===== src/rtl/serdes_lb_pkg.sv =====
package serdes_lb_pkg;

    typedef enum logic [1:0] {
        SRC_LINE = 2'd0,
        SRC_XMIT = 2'd1,
        SRC_PAD  = 2'd2
    } rx_src_e;

    typedef struct packed {
        logic equip;
        logic pad;
        logic facil;
    } lb_mode_t;

    function automatic logic is_split(lb_mode_t m);
        return m.equip & m.facil;
    endfunction

    // Equipment loopback (non-split) wins over pad loopback.
    function automatic rx_src_e pick_src(lb_mode_t m);
        if (m.equip && !m.facil) return SRC_XMIT;
        if (m.pad)               return SRC_PAD;
        return SRC_LINE;
    endfunction

endpackage


===== src/rtl/sl_mode_ctrl.sv =====
module sl_mode_ctrl
    import serdes_lb_pkg::*;
(
    input  logic     clk,
    input  logic     rst,
    input  logic     byte_stb,
    input  lb_mode_t mode_in,
    output lb_mode_t mode_q,
    output rx_src_e  src_q,
    output logic     src_clear
);
    rx_src_e src_next;

    always_comb begin
        src_next  = pick_src(mode_in);
        src_clear = byte_stb && (src_next != src_q);
    end

    always_ff @(posedge clk) begin
        if (rst) begin
            mode_q <= '0;
            src_q  <= SRC_LINE;
        end else if (byte_stb) begin
            mode_q <= mode_in;
            src_q  <= src_next;
        end
    end

    AST_MODE_HOLD: assert property (@(posedge clk) disable iff (rst)
        !byte_stb |=> $stable(mode_q));

endmodule


===== src/rtl/sl_tx_serializer.sv =====
module sl_tx_serializer #(
    parameter int W = 8
) (
    input  logic         clk,
    input  logic         rst,
    input  logic         load,
    input  logic [W-1:0] din,
    output logic         bit_out
);
    logic [W-1:0] shreg;

    always_ff @(posedge clk) begin
        if (rst)       shreg <= '0;
        else if (load) shreg <= din;
        else           shreg <= {shreg[W-2:0], 1'b0};
    end

    assign bit_out = shreg[W-1];

    AST_TX_LOAD: assert property (@(posedge clk) disable iff (rst)
        load |=> bit_out == $past(din[W-1]));

endmodule


===== src/rtl/sl_rx_deserializer.sv =====
module sl_rx_deserializer #(
    parameter int W = 8
) (
    input  logic         clk,
    input  logic         rst,
    input  logic         bit_en,
    input  logic         bit_in,
    input  logic         clear,
    output logic [W-1:0] byte_out,
    output logic         byte_stb
);
    localparam int CW = (W > 1) ? $clog2(W) : 1;
    localparam logic [CW-1:0] LAST = CW'(W - 1);

    logic [W-1:0]  sh;
    logic [CW-1:0] cnt;

    always_ff @(posedge clk) begin
        if (rst) begin
            sh       <= '0;
            cnt      <= '0;
            byte_out <= '0;
            byte_stb <= 1'b0;
        end else begin
            byte_stb <= 1'b0;
            if (bit_en) begin
                sh <= {sh[W-2:0], bit_in};
                if (cnt == LAST) begin
                    byte_out <= {sh[W-2:0], bit_in};
                    byte_stb <= 1'b1;
                    cnt      <= '0;
                end else begin
                    cnt <= cnt + CW'(1);
                end
            end
            if (clear) cnt <= '0;
        end
    end

    AST_STB_AFTER_BIT: assert property (@(posedge clk) disable iff (rst)
        byte_stb |-> $past(bit_en));

endmodule


===== src/rtl/byte_serdes_lb.sv =====
module byte_serdes_lb
    import serdes_lb_pkg::*;
#(
    parameter int W = 8
) (
    input  logic         clk,
    input  logic         rst,
    input  logic [W-1:0] tx_byte,
    input  logic         tx_stb,
    input  logic         ser_rx_in,
    input  logic         rec_bit_en,
    input  logic         ext_bit_en,
    input  logic         sel_ext_timing,
    input  logic         equip_lb,
    input  logic         pad_lb,
    input  logic         facil_lb,
    output logic         ser_tx_out,
    output logic [W-1:0] rx_byte,
    output logic         rx_stb
);
    lb_mode_t     mode_in, mode_q;
    rx_src_e      src_q;
    logic         src_clear;
    logic         tx_bit;
    logic         echo_q;
    logic [W-1:0] byp_byte;
    logic         byp_stb;
    logic         line_en, des_en, des_bit;
    logic [W-1:0] des_byte;
    logic         des_stb;

    assign mode_in = '{equip: equip_lb, pad: pad_lb, facil: facil_lb};

    sl_mode_ctrl u_mode (
        .clk      (clk),
        .rst      (rst),
        .byte_stb (tx_stb),
        .mode_in  (mode_in),
        .mode_q   (mode_q),
        .src_q    (src_q),
        .src_clear(src_clear)
    );

    sl_tx_serializer #(.W(W)) u_ser (
        .clk    (clk),
        .rst    (rst),
        .load   (tx_stb),
        .din    (tx_byte),
        .bit_out(tx_bit)
    );

    // Facility echo and parallel bypass registers
    always_ff @(posedge clk) begin
        if (rst) begin
            echo_q   <= 1'b0;
            byp_byte <= '0;
            byp_stb  <= 1'b0;
        end else begin
            echo_q  <= ser_rx_in;
            byp_stb <= tx_stb;
            if (tx_stb) byp_byte <= tx_byte;
        end
    end

    assign ser_tx_out = mode_q.facil ? echo_q : tx_bit;

    // Receive source and bit-timing selection
    always_comb begin
        line_en = sel_ext_timing ? ext_bit_en : rec_bit_en;
        unique case (src_q)
            SRC_XMIT: begin des_bit = tx_bit;     des_en = 1'b1;    end
            SRC_PAD:  begin des_bit = ser_tx_out; des_en = 1'b1;    end
            default:  begin des_bit = ser_rx_in;  des_en = line_en; end
        endcase
    end

    sl_rx_deserializer #(.W(W)) u_des (
        .clk     (clk),
        .rst     (rst),
        .bit_en  (des_en),
        .bit_in  (des_bit),
        .clear   (src_clear),
        .byte_out(des_byte),
        .byte_stb(des_stb)
    );

    assign rx_byte = is_split(mode_q) ? byp_byte : des_byte;
    assign rx_stb  = is_split(mode_q) ? byp_stb  : des_stb;

    AST_FAC_ECHO: assert property (@(posedge clk) disable iff (rst)
        (mode_q.facil && $past(mode_q.facil)) |-> ser_tx_out == $past(ser_rx_in));

    AST_SPLIT_BYTE: assert property (@(posedge clk) disable iff (rst)
        (is_split(mode_q) && rx_stb) |-> rx_byte == $past(tx_byte));

endmodule


===== config.mk =====
export PLATFORM = sky130hd
export DESIGN_NAME = byte_serdes_lb
export DESIGN_NICKNAME = d
export VERILOG_FILES = /design/src/rtl/serdes_lb_pkg.sv /design/src/rtl/sl_mode_ctrl.sv /design/src/rtl/sl_tx_serializer.sv /design/src/rtl/sl_rx_deserializer.sv /design/src/rtl/byte_serdes_lb.sv
export SDC_FILE = /design/constraint.sdc
export NUM_CORES = 1
export LEC_CHECK = 0
export BUFFER_PORTS_ARGS = -buffer_cell sky130_fd_sc_hd__buf_2
export CAP_MARGIN = 20
export CORE_AREA = 4 4 59 71
export CTS_CLUSTER_SIZE = 8
export DETAILED_ROUTE_END_ITERATION = 7
export DIE_AREA = 0 0 63 75
export PLACE_DENSITY = 0.77
export SYNTH_ARGS = -nofsm -noshare
export SYNTH_HDL_FRONTEND = slang
export SYNTH_SLANG_ARGS = --single-unit

===== constraint.sdc =====
create_clock -name clk -period 1.4 [get_ports clk]
set_input_delay 0.28 -clock clk [delete_from_list [all_inputs] [get_ports clk]]
set_output_delay 0.28 -clock clk [all_outputs]
set_load 0.02 [all_outputs]

==> results of run 1 <==
[critical path, cell delays in order, from the launching register on]
cell and delay, ns:
dfxtp_2 0.36, nand2_4 0.08, clkbuf_16 0.16, mux2_4 0.30
buf_6 0.13
[repair_timing]
action                                  4_1_cts  5_1_grt
resized for setup                            15       39
pin swaps                                     0        6
setup buffers                                 2        0
endpoints found under the setup margin       18       19
endpoints found under the hold margin         0        0
cloned                                        1        1
[sequential cells by signal, summed over array words and instances (netlist names)]
| register | cells |
|---|---|
| u_mode.mode_q | 2 |
| byp_stb | 1 |
| u_ser.shreg | 8 |
| u_mode.src_q | 2 |
| byp_byte | 8 |
| u_des.byte_out | 8 |
| echo_q | 1 |
| u_des.byte_stb | 1 |
| u_des.sh | 7 |
| u_des.cnt | 3 |
[layout make-up]
class	instances	area, um2
inverters	4	15.0
fillers	311	1350
well taps	39	48.8
repair buffers	42	364
multi-input cells	124	881
flip-flops and latches	41	831
clock buffers	7	86.3
[worst max-delay path by stage]
stage          depth (start not counted)                     startpoint  slack [ns]                              to
2_1_floorplan                          6   u_mode.src_q[0]$_SDFFE_PP0P_       0.002  u_des.byte_out[1]$_SDFFE_PP0P_
3_3_place_gp                           6   u_mode.src_q[0]$_SDFFE_PP0P_       0.004  u_des.byte_out[4]$_SDFFE_PP0P_
3_5_place_dp                           6   u_mode.src_q[0]$_SDFFE_PP0P_       -0.04  u_des.byte_out[0]$_SDFFE_PP0P_
4_1_cts                                4  u_mode.mode_q[0]$_SDFFE_PP0P_       -0.21                      rx_byte[6]
5_1_grt                                4  u_mode.mode_q[2]$_SDFFE_PP0P_       -0.23                      rx_byte[2]
6_report                               4  u_mode.mode_q[0]$_SDFFE_PP0P_       -0.19                      rx_byte[2]
[metrics by stage]
step | setup WS (ns) | instances
after detailed placement | -0.0430 | 246
after CTS | -0.212 | 256
final | -0.193 | 257
after global routing | -0.234 | 257
after floorplan | 0.00152 | 180
after global placement | 0.00434 | 246
[where the power goes]
group / internal (W) / leakage (nW) / switching, W
clock network: 0.000391 / 0.0443 / 0.000379
registers: 0.00121 / 0.338 / 0.0000299
logic: 0.000123 / 0.564 / 0.000129
[cells in the mapped netlist, drive strengths merged (2+ instances only)]
library cell / instances / area, um2
nand2b: 14 / 87.6
a21oi: 23 / 115
nor2: 14 / 52.6
a211oi: 2 / 15.0
clkbuf: 5 / 18.8
nand2: 19 / 71.3
nand3: 11 / 55.1
ha: 4 / 50.1
buf: 6 / 33.8
mux2: 10 / 113
inv: 4 / 15.0
dfxtp: 41 / 821
nor2b: 5 / 31.3
mux2i: 12 / 120
[routing by layer]
layer / GRT usage (%) / vias up / wire, um
met1: 19.0 / 633 / 1600
met4: 6.86 / 0 / 76
met3: 5.22 / 8 / 141
met5: 0 / - / 0
li1: - / 681 / -
met2: 25.3 / 26 / 1850
[kinds of logic after synthesis]
group | Yosys count | synth area share [%]
AO/OA/AOI/OAI | 31 | 10.3
multiplexers | 22 | 13.9
XOR/XNOR | 1 | 0.525
flip-flops | 41 | 49.2
buffers and inverters | 15 | 4.05
adder cells (fa/ha/maj) | 4 | 3.00
AND/OR/NAND/NOR | 66 | 19.0
==> results.md, run 1 <==
* Critical path class: register to output pin
* CP Data Arrival Time at 1.31 ns
* Tmin final at 1.59 ns
* Die area at 4730 um2
* Worst clock skew at 0.00485 ns
* Design Power at 0.00226 W
* Commonest non-fill, non-tap cells in the layout: dfxtp_1 (35), a21oi_1 (23), nand2_1 (18)
* Critical Path Start Type: register
* Worst-path fanout max at 4
* Area delta synth->final at 33.4%
* First-pass GRT wire length at 5.63 mm
* Count of final setup violators at 10
* Tightest Pin Transition at 0.443 ns
* Overflow after GRT at 0
* Failing checks: negative setup slack
* Port buffer count at 27
* Leakage power at 0.946 nW
* Mapped Area at 1670 um2
* F_max at 628 MHz
* Top FF cell, synth: dfxtp_1
* NumNets Final at 240
* WHS at 0.215 ns
* Core area at 3570 um2
* CTS Root Buffer Type: clkbuf_8
* Outcome: finished with violations
* Initial drt markers at 57
* Ratio of final minimum period to clock period at 114%
* Worst hold endpoint: u_ser.shreg[0]$_SDFF_PP0_
* Global Route Usage Sum at 15.6%
* Clk_lat worst skew at 0.29 ns
* CP Data Required Time at 1.12 ns
* EDFF count, synth at 0
* H-tree depth at 2
* Slew HR at 69.6%
* Residual DRC at 0
* WL final at 3.67 mm
* Largest net degree at the start of global routing at 30
* Row count at 24
* Synth Area per Inst at 9.27 um2
* Antenna-violating nets left at 0
* Ports at 28
* Setup TNS at -1.85 ns
* TritonCTS buffer count at 5
* Initial antenna violation count at 0
* Pins Over Slew Limit at 0
* Vias per Instance at 5.25
* Ant diodes at 0
* Chip height at 75 um
* Hold Path Cell Cnt at 2
* Synthesis warning total at 0
* Initial core utilization at 46.7%
* GP Congestion at 0.778
* Asr flop ratio synth at 0%
* CTS Buffer Depth at 2
* Post-Synthesis Net Count at 202
* Vias at 1348
* Pwr Density at 1020 nW/um2
* Hold path start: tx_byte[0]
* Share of post-route cells with drive strength above 1 at 32.6%
* Worst VDD drop at 0.697 mV
* Synthesized instance count at 180
* Reg-to-Reg End: u_des.byte_out[0]$_SDFFE_PP0P_
* Post-layout util at 62.3%
* Die Wd at 63 um
* Synth cell types at 26
* Drt pass-1 iters at 4
* Worst hold path type: input port to register
* Post-synthesis sequential area ratio at 49.2%
* Reg2reg start: u_mode.mode_q[0]$_SDFFE_PP0P_
* CTS Hold Bufs at 0
* Synth Register Bits at 41
* Final hold vios at 0
* R2R depth at 7
* Vias in the first global route at 1214
* Worst-path clk slew at 0.07 ns
* Leading cell type in the layout, fill and taps excluded: dfxtp_1
* CTS tree: yes
* Maxcap violations at 0
* Worst setup margin at -0.193 ns
* CTS Sinks at 41
* WL per Instance at 14.3 um
* Final Cell Area at 2230 um2
* Detailed Place HPWL at 2.33 mm
* RSZ-0062 raised after global routing: yes
* CP endpoint kind: output pin
* DP Area at 1910 um2
* FF-to-FF setup slack at 0.04 ns
Power figures use the tool's default switching activity.
==> inputs of run 2 (changes only) <==
--- a/config.mk
+++ b/config.mk
@@ -5,13 +5,13 @@
 export SDC_FILE = /design/constraint.sdc
 export NUM_CORES = 1
 export LEC_CHECK = 0
-export BUFFER_PORTS_ARGS = -buffer_cell sky130_fd_sc_hd__buf_2
 export CAP_MARGIN = 20
-export CORE_AREA = 4 4 59 71
+export CORE_AREA = 4 4 83 85
 export CTS_CLUSTER_SIZE = 8
 export DETAILED_ROUTE_END_ITERATION = 7
-export DIE_AREA = 0 0 63 75
-export PLACE_DENSITY = 0.77
+export DIE_AREA = 0 0 87 89
+export DONT_BUFFER_PORTS = 1
+export PLACE_DENSITY = 0.47
 export SYNTH_ARGS = -nofsm -noshare
 export SYNTH_HDL_FRONTEND = slang
 export SYNTH_SLANG_ARGS = --single-unit
==> results.md, run 2 (synthesized netlist as in run 1, its figures left out) <==
* WL final at 3.53 mm (was 3.67 mm)
* Worst-path fanout max at 9 (was 4)
* First-pass GRT wire length at 5.65 mm (was 5.63 mm)
* Pwr Density at 1110 nW/um2 (was 1020 nW/um2)
* Initial antenna violation count at 0 (unchanged)
* Pre-CTS worst setup slack at -0.0482 ns (was -0.0430 ns)
* FF-to-FF setup slack at 0.07 ns (was 0.04 ns)
* Initial core utilization at 26.9% (was 46.7%)
* Hold Path Cell Cnt at 1 (was 2)
* Commonest non-fill, non-tap cells in the layout: dfxtp_1 (35), a21oi_1 (23), nand2_1 (18) (unchanged)
* Reg2reg start: u_des.cnt[0]$_SDFFE_PP0N_ (was u_mode.mode_q[0]$_SDFFE_PP0P_)
* Reg-to-Reg End: u_des.byte_out[7]$_SDFFE_PP0P_ (was u_des.byte_out[0]$_SDFFE_PP0P_)
* Clock network fraction of total power at 36.2% (was 34.0%)
* Switching power share of the total at 23.3% (was 23.7%)
* Chip height at 89 um (was 75 um)
* Row count at 29 (was 24)
* RSZ-0062 raised after global routing: yes (unchanged)
* Tmin final at 1.46 ns (was 1.59 ns)
* Vias in the first global route at 1151 (was 1214)
* Final hold vios at 0 (unchanged)
* Leakage power at 0.777 nW (was 0.946 nW)
* CTS Buffer Depth at 2 (unchanged)
* WL per Instance at 13.3 um (was 14.3 um)
* Initial drt markers at 52 (was 57)
* Vias at 1198 (was 1348)
* Tightest Pin Transition at 0.453 ns (was 0.443 ns)
* P_sw at 0.000515 W (was 0.000537 W)
* Antenna-violating nets left at 0 (unchanged)
* Worst VDD drop at 0.734 mV (was 0.697 mV)
* CTS Sinks at 41 (unchanged)
* Die area at 7740 um2 (was 4730 um2)
* Largest stage delay, worst path at 0.35 ns (was 0.36 ns)
* CP Data Required Time at 1.12 ns (about the same)
* Worst hold endpoint: u_ser.shreg[3]$_SDFF_PP0_ (was u_ser.shreg[0]$_SDFF_PP0_)
* F_max at 686 MHz (was 628 MHz)
* Pins Over Slew Limit at 0 (unchanged)
* Share of post-route cells with drive strength above 1 at 21.3% (was 32.6%)
* DP Area at 1790 um2 (was 1910 um2)
* TritonCTS buffer count at 5 (unchanged)
* Area delta synth->final at 19.5% (was 33.4%)
* Overflow after GRT at 0 (unchanged)
* Detailed Place HPWL at 2.33 mm (about the same)
* Worst-path clk slew at 0.08 ns (was 0.07 ns)
* Post-layout util at 32.1% (was 62.3%)
* Final Cell Area at 1990 um2 (was 2230 um2)
* Failing checks: negative setup slack (unchanged)
* CTS tree: yes (unchanged)
* Leading cell type in the layout, fill and taps excluded: dfxtp_1 (unchanged)
* H-tree depth at 2 (unchanged)
* Outcome: finished with violations (unchanged)
* Regs by FF count: byp_byte (8), u_des.byte_out (8), u_ser.shreg (8) (unchanged)
* Die Wd at 87 um (was 63 um)
* Global Route Usage Sum at 9.52% (was 15.6%)
* Vias per Instance at 4.52 (was 5.25)
* Slowest-stage cell, CP: mux2_4 (was dfxtp_2)
* Worst hold path type: input port to register (unchanged)
* Critical Path Start Type: register (unchanged)
* Critical path class: register to output pin (unchanged)
* Ports at 28 (unchanged)
* Count of final setup violators at 9 (was 10)
* Largest net degree at the start of global routing at 39 (was 30)
* Residual DRC at 0 (unchanged)
* Ratio of final minimum period to clock period at 104% (was 114%)
* GP Congestion at 0.686 (was 0.778)
* Crit-path cells: nand2_2, buf_12, mux2_4 (was nand2_4, clkbuf_16, mux2_4, buf_6)
* Worst setup margin at -0.0567 ns (was -0.193 ns)
* Clk_lat worst skew at 0.29 ns (about the same)
* NumNets Final at 209 (was 240)
* Maxcap violations at 0 (unchanged)
* R2R depth at 6 (was 7)
* Hold path start: rst (was tx_byte[0])
* Drt pass-1 iters at 4 (unchanged)
* Reg power frac at 55.9% (was 54.9%)
* Internal power at 0.00170 W (was 0.00173 W)
* Combinational share of power at 7.9% (was 11.1%)
* Slew HR at 69.0% (was 69.6%)
* CTS Root Buffer Type: clkbuf_8 (unchanged)
* CP endpoint kind: output pin (unchanged)
* Worst clock skew at 0.00745 ns (was 0.00485 ns)
* CP Data Arrival Time at 1.18 ns (was 1.31 ns)
* Ant diodes at 0 (unchanged)
* Core area at 6200 um2 (was 3570 um2)
* Port buffer count at 0 (was 27)
## run 2: critical path, delay by kind of cell (launching register included)
family | cells | cell delay, ns
and+or+nand+nor | 1 | 0.08
DFF | 1 | 0.33
muxes | 1 | 0.35
buffers and inverters | 1 | 0.14
## run 2: through the flow
stage	total power (W)	instances	setup TNS [ns]	hold WS, ns
floorplan	0.00140	180	0	0.359
global placement	0.00142	255	-0.0345	0.354
detailed placement	0.00142	255	-0.321	0.355
CTS	0.00225	264	-0.659	0.0356
global route	0.00235	265	-0.919	0.0259
finish	0.00221	265	-0.488	0.0532
## run 2: how the worst max path moves through the flow
stage | startpoint | to | slack (ns) | cells past startpoint
floorplan | u_mode.src_q[0]$_SDFFE_PP0P_ | u_des.byte_out[1]$_SDFFE_PP0P_ | 0.002 | 6
global placement | u_mode.src_q[0]$_SDFFE_PP0P_ | u_des.byte_out[7]$_SDFFE_PP0P_ | -0.01 | 6
detailed placement | u_mode.src_q[0]$_SDFFE_PP0P_ | u_des.byte_out[3]$_SDFFE_PP0P_ | -0.05 | 6
CTS | u_mode.mode_q[0]$_SDFFE_PP0P_ | rx_byte[0] | -0.08 | 3
global route | u_mode.mode_q[2]$_SDFFE_PP0P_ | rx_byte[0] | -0.11 | 3
finish | u_mode.mode_q[0]$_SDFFE_PP0P_ | rx_byte[0] | -0.06 | 3
## run 2: repair_timing
| item | CTS | global route |
|---|---|---|
| resized for setup | 19 | 8 |
| hold buffers | 0 | 0 |
| cloned | 1 | 0 |
| pin swaps | 0 | 1 |
| buffers inserted | 0 | 1 |
| setup endpoints to repair | 18 | 21 |
## run 2: area by class of cell
type | count | area, um2
Inverter | 4 | 15.0
Sequential cell | 41 | 828
Timing Repair Buffer | 11 | 98.8
Multi-Input combinational cell | 124 | 860
Fill cell | 655 | 4210
Clock buffer | 6 | 82.6
Tap cell | 77 | 96.3
Clock inverter | 2 | 13.8
## run 2: power groups by stage
stage / Clock [W] / Sequential, W / Combinational (W)
final: 0.000802 / 0.00124 / 0.000174
after global routing: 0.000906 / 0.00124 / 0.000197
after CTS: 0.000843 / 0.00124 / 0.000167
after detailed placement: 0 / 0.00126 / 0.000158
after global placement: 0 / 0.00126 / 0.000157
after floorplan: 0 / 0.00126 / 0.000141
## run 2: metal layers
layer / vias to the layer above / global-route usage, % / share of wire [%]
li1: 615 / - / -
met1: 545 / 12.3 / 46
met2: 32 / 13.6 / 43
met3: 6 / 5.44 / 9.6
met4: 0 / 2.55 / 0.99
met5: - / 0 / 0
==> inputs of run 3 (changes only) <==
--- a/config.mk
+++ b/config.mk
@@ -12,6 +12,7 @@
 export DIE_AREA = 0 0 87 89
 export DONT_BUFFER_PORTS = 1
 export PLACE_DENSITY = 0.47
+export SKIP_LAST_GASP = 1
 export SYNTH_ARGS = -nofsm -noshare
 export SYNTH_HDL_FRONTEND = slang
 export SYNTH_SLANG_ARGS = --single-unit
==> results.md, run 3 (synthesized netlist as in run 1, its figures left out) <==
* Ant diodes at 0 (unchanged)
* Antenna-violating nets left at 0 (unchanged)
* Worst clock skew at 0.00601 ns (was 0.00745 ns)
* CTS Root Buffer Type: clkbuf_8 (unchanged)
* Clock network fraction of total power at 36.3% (was 36.2%)
* Worst-path clk slew at 0.08 ns (about the same)
* Critical Path Start Type: register (unchanged)
* Internal power at 0.00170 W (about the same)
* FF-to-FF setup slack at 0.09 ns (was 0.07 ns)
* Detailed Place HPWL at 2.33 mm (unchanged)
* Worst VDD drop at 0.734 mV (about the same)
* Worst-path fanout max at 9 (unchanged)
* GP Congestion at 0.686 (unchanged)
* Final Cell Area at 2000 um2 (was 1990 um2)
* Worst hold path type: input port to register (unchanged)
* Chip height at 89 um (unchanged)
* Final hold vios at 0 (unchanged)
* Count of final setup violators at 9 (unchanged)
* Die area at 7740 um2 (unchanged)
* Worst setup margin at -0.0853 ns (was -0.0567 ns)
* Vias in the first global route at 1142 (was 1151)
* H-tree depth at 2 (unchanged)
* Leading cell type in the layout, fill and taps excluded: dfxtp_1 (unchanged)
* Failing checks: negative setup slack (unchanged)
* Core area at 6200 um2 (unchanged)
* Vias at 1196 (was 1198)
* CP startpoint: u_mode.mode_q[0]$_SDFFE_PP0P_ (unchanged)
* CTS tree: yes (unchanged)
* Global Route Usage Sum at 9.47% (was 9.52%)
* WL final at 3.52 mm (was 3.53 mm)
* Initial antenna violation count at 0 (unchanged)
* Commonest non-fill, non-tap cells in the layout: dfxtp_1 (35), a21oi_1 (23), nand2_1 (19) (was dfxtp_1 (35), a21oi_1 (23), nand2_1 (18))
* F_max at 673 MHz (was 686 MHz)
* Leakage power at 0.776 nW (was 0.777 nW)
* RSZ-0062 raised after global routing: yes (unchanged)
* Setup TNS at -0.742 ns (was -0.488 ns)
* CTS Buffer Depth at 2 (unchanged)
* NumNets Final at 209 (unchanged)
* CP endpoint kind: output pin (unchanged)
* DP Area at 1790 um2 (unchanged)
* Residual DRC at 0 (unchanged)
* Pins Over Slew Limit at 0 (unchanged)
* Die Wd at 87 um (unchanged)
* CP Data Required Time at 1.12 ns (about the same)
* Port buffer count at 0 (unchanged)
* R2R depth at 6 (unchanged)
* CTS Sinks at 41 (unchanged)
* TritonCTS buffer count at 5 (unchanged)
* Ratio of final minimum period to clock period at 106% (was 104%)
* CTS Hold Bufs at 0 (unchanged)
* Combinational share of power at 7.9% (about the same)
* CP Data Arrival Time at 1.21 ns (was 1.18 ns)
* Area delta synth->final at 19.9% (was 19.5%)
* Ports at 28 (unchanged)
* Setup crit end: rx_byte[0] (unchanged)
* Overflow after GRT at 0 (unchanged)
* Drt pass-1 iters at 4 (unchanged)
* Tmin final at 1.49 ns (was 1.46 ns)
* Placed Cells at 255 (unchanged)
* Vias per Instance at 4.51 (was 4.52)
* Hold path start: rst (unchanged)
* Row count at 29 (unchanged)
* First-pass GRT wire length at 5.61 mm (was 5.65 mm)
* Tightest Pin Transition at 0.438 ns (was 0.453 ns)
* Switching power share of the total at 23.4% (was 23.3%)
* Critical path class: register to output pin (unchanged)
* Outcome: finished with violations (unchanged)
* WL per Instance at 13.3 um (about the same)
* Share of post-route cells with drive strength above 1 at 20.7% (was 21.3%)
* Initial core utilization at 26.9% (unchanged)
* Reg power frac at 55.9% (about the same)
* Pwr Density at 1110 nW/um2 (about the same)
* Design Power at 0.00222 W (was 0.00221 W)
* Reg2reg start: u_mode.src_q[0]$_SDFFE_PP0P_ (was u_des.cnt[0]$_SDFFE_PP0N_)
* Regs by FF count: byp_byte (8), u_des.byte_out (8), u_ser.shreg (8) (unchanged)
* Maxcap violations at 0 (unchanged)
* P_sw at 0.000520 W (was 0.000515 W)
* Clk_lat worst skew at 0.29 ns (about the same)
* Largest net degree at the start of global routing at 39 (unchanged)
* Reg-to-Reg End: u_des.byte_out[7]$_SDFFE_PP0P_ (unchanged)
* Slew HR at 70.0% (was 69.0%)
* Final non-filler cell total at 265 (unchanged)
* Initial drt markers at 50 (was 52)
## run 3: worst min path at each step
stage | to | slack, ns | cells past startpoint
after global placement | byp_byte[7]$_SDFFE_PP0P_ | 0.35 | 1
after CTS | u_ser.shreg[3]$_SDFF_PP0_ | 0.04 | 1
after detailed placement | u_ser.shreg[4]$_SDFF_PP0_ | 0.36 | 1
after floorplan | byp_stb$_SDFF_PP0_ | 0.36 | 1
final | byp_byte[5]$_SDFFE_PP0P_ | 0.05 | 1
after global routing | u_des.sh[1]$_SDFFE_PP0N_ | 0.03 | 1
## run 3: through the flow
step	hold slack, ns	util (%)	setup WS, ns
2_1_floorplan	0.359	-	0.00152
3_3_place_gp	0.354	28.9	-0.0102
3_5_place_dp	0.355	28.9	-0.0482
4_1_cts	0.0356	31.3	-0.105
5_1_grt	0.0259	32.3	-0.136
6_report	0.0508	32.3	-0.0853
## run 3: metal layers
metal / part of all wire [%] / GRT usage, %
met2: 44 / 13.5
met5: 0 / 0
met4: 0.97 / 2.55
met1: 46 / 12.2
met3: 9.0 / 5.44
## run 3: critical path, cell delays in order, from the launching register on
cell and delay, ns:
dfxtp_2 0.32, nand2_1 0.10, buf_12 0.15, mux2_4 0.35
## run 3: what timing repair did
item | in CTS | in global routing
buffers inserted | 0 | 1
gates resized for setup | 16 | 11
cloned | 1 | 0
pin swaps | 0 | 3
setup endpoints to repair | 18 | 21
## run 3: layout make-up
class                      instances  area [um2]
fill                             655        4200
tap                               77        96.3
timing repair buffer              11        98.8
clock buffer                       6        82.6
inverter                           4        15.0
clock inverter                     2        13.8
sequential                        41         828
multi-input combinational        124         867
## run 3: power by group through the flow
stage	Sequential (W)	Combinational (W)	Clock [W]
global route	0.00125	0.000198	0.000906
finish	0.00124	0.000175	0.000806
CTS	0.00124	0.000164	0.000843
floorplan	0.00126	0.000141	0
global placement	0.00126	0.000157	0
detailed placement	0.00126	0.000158	0
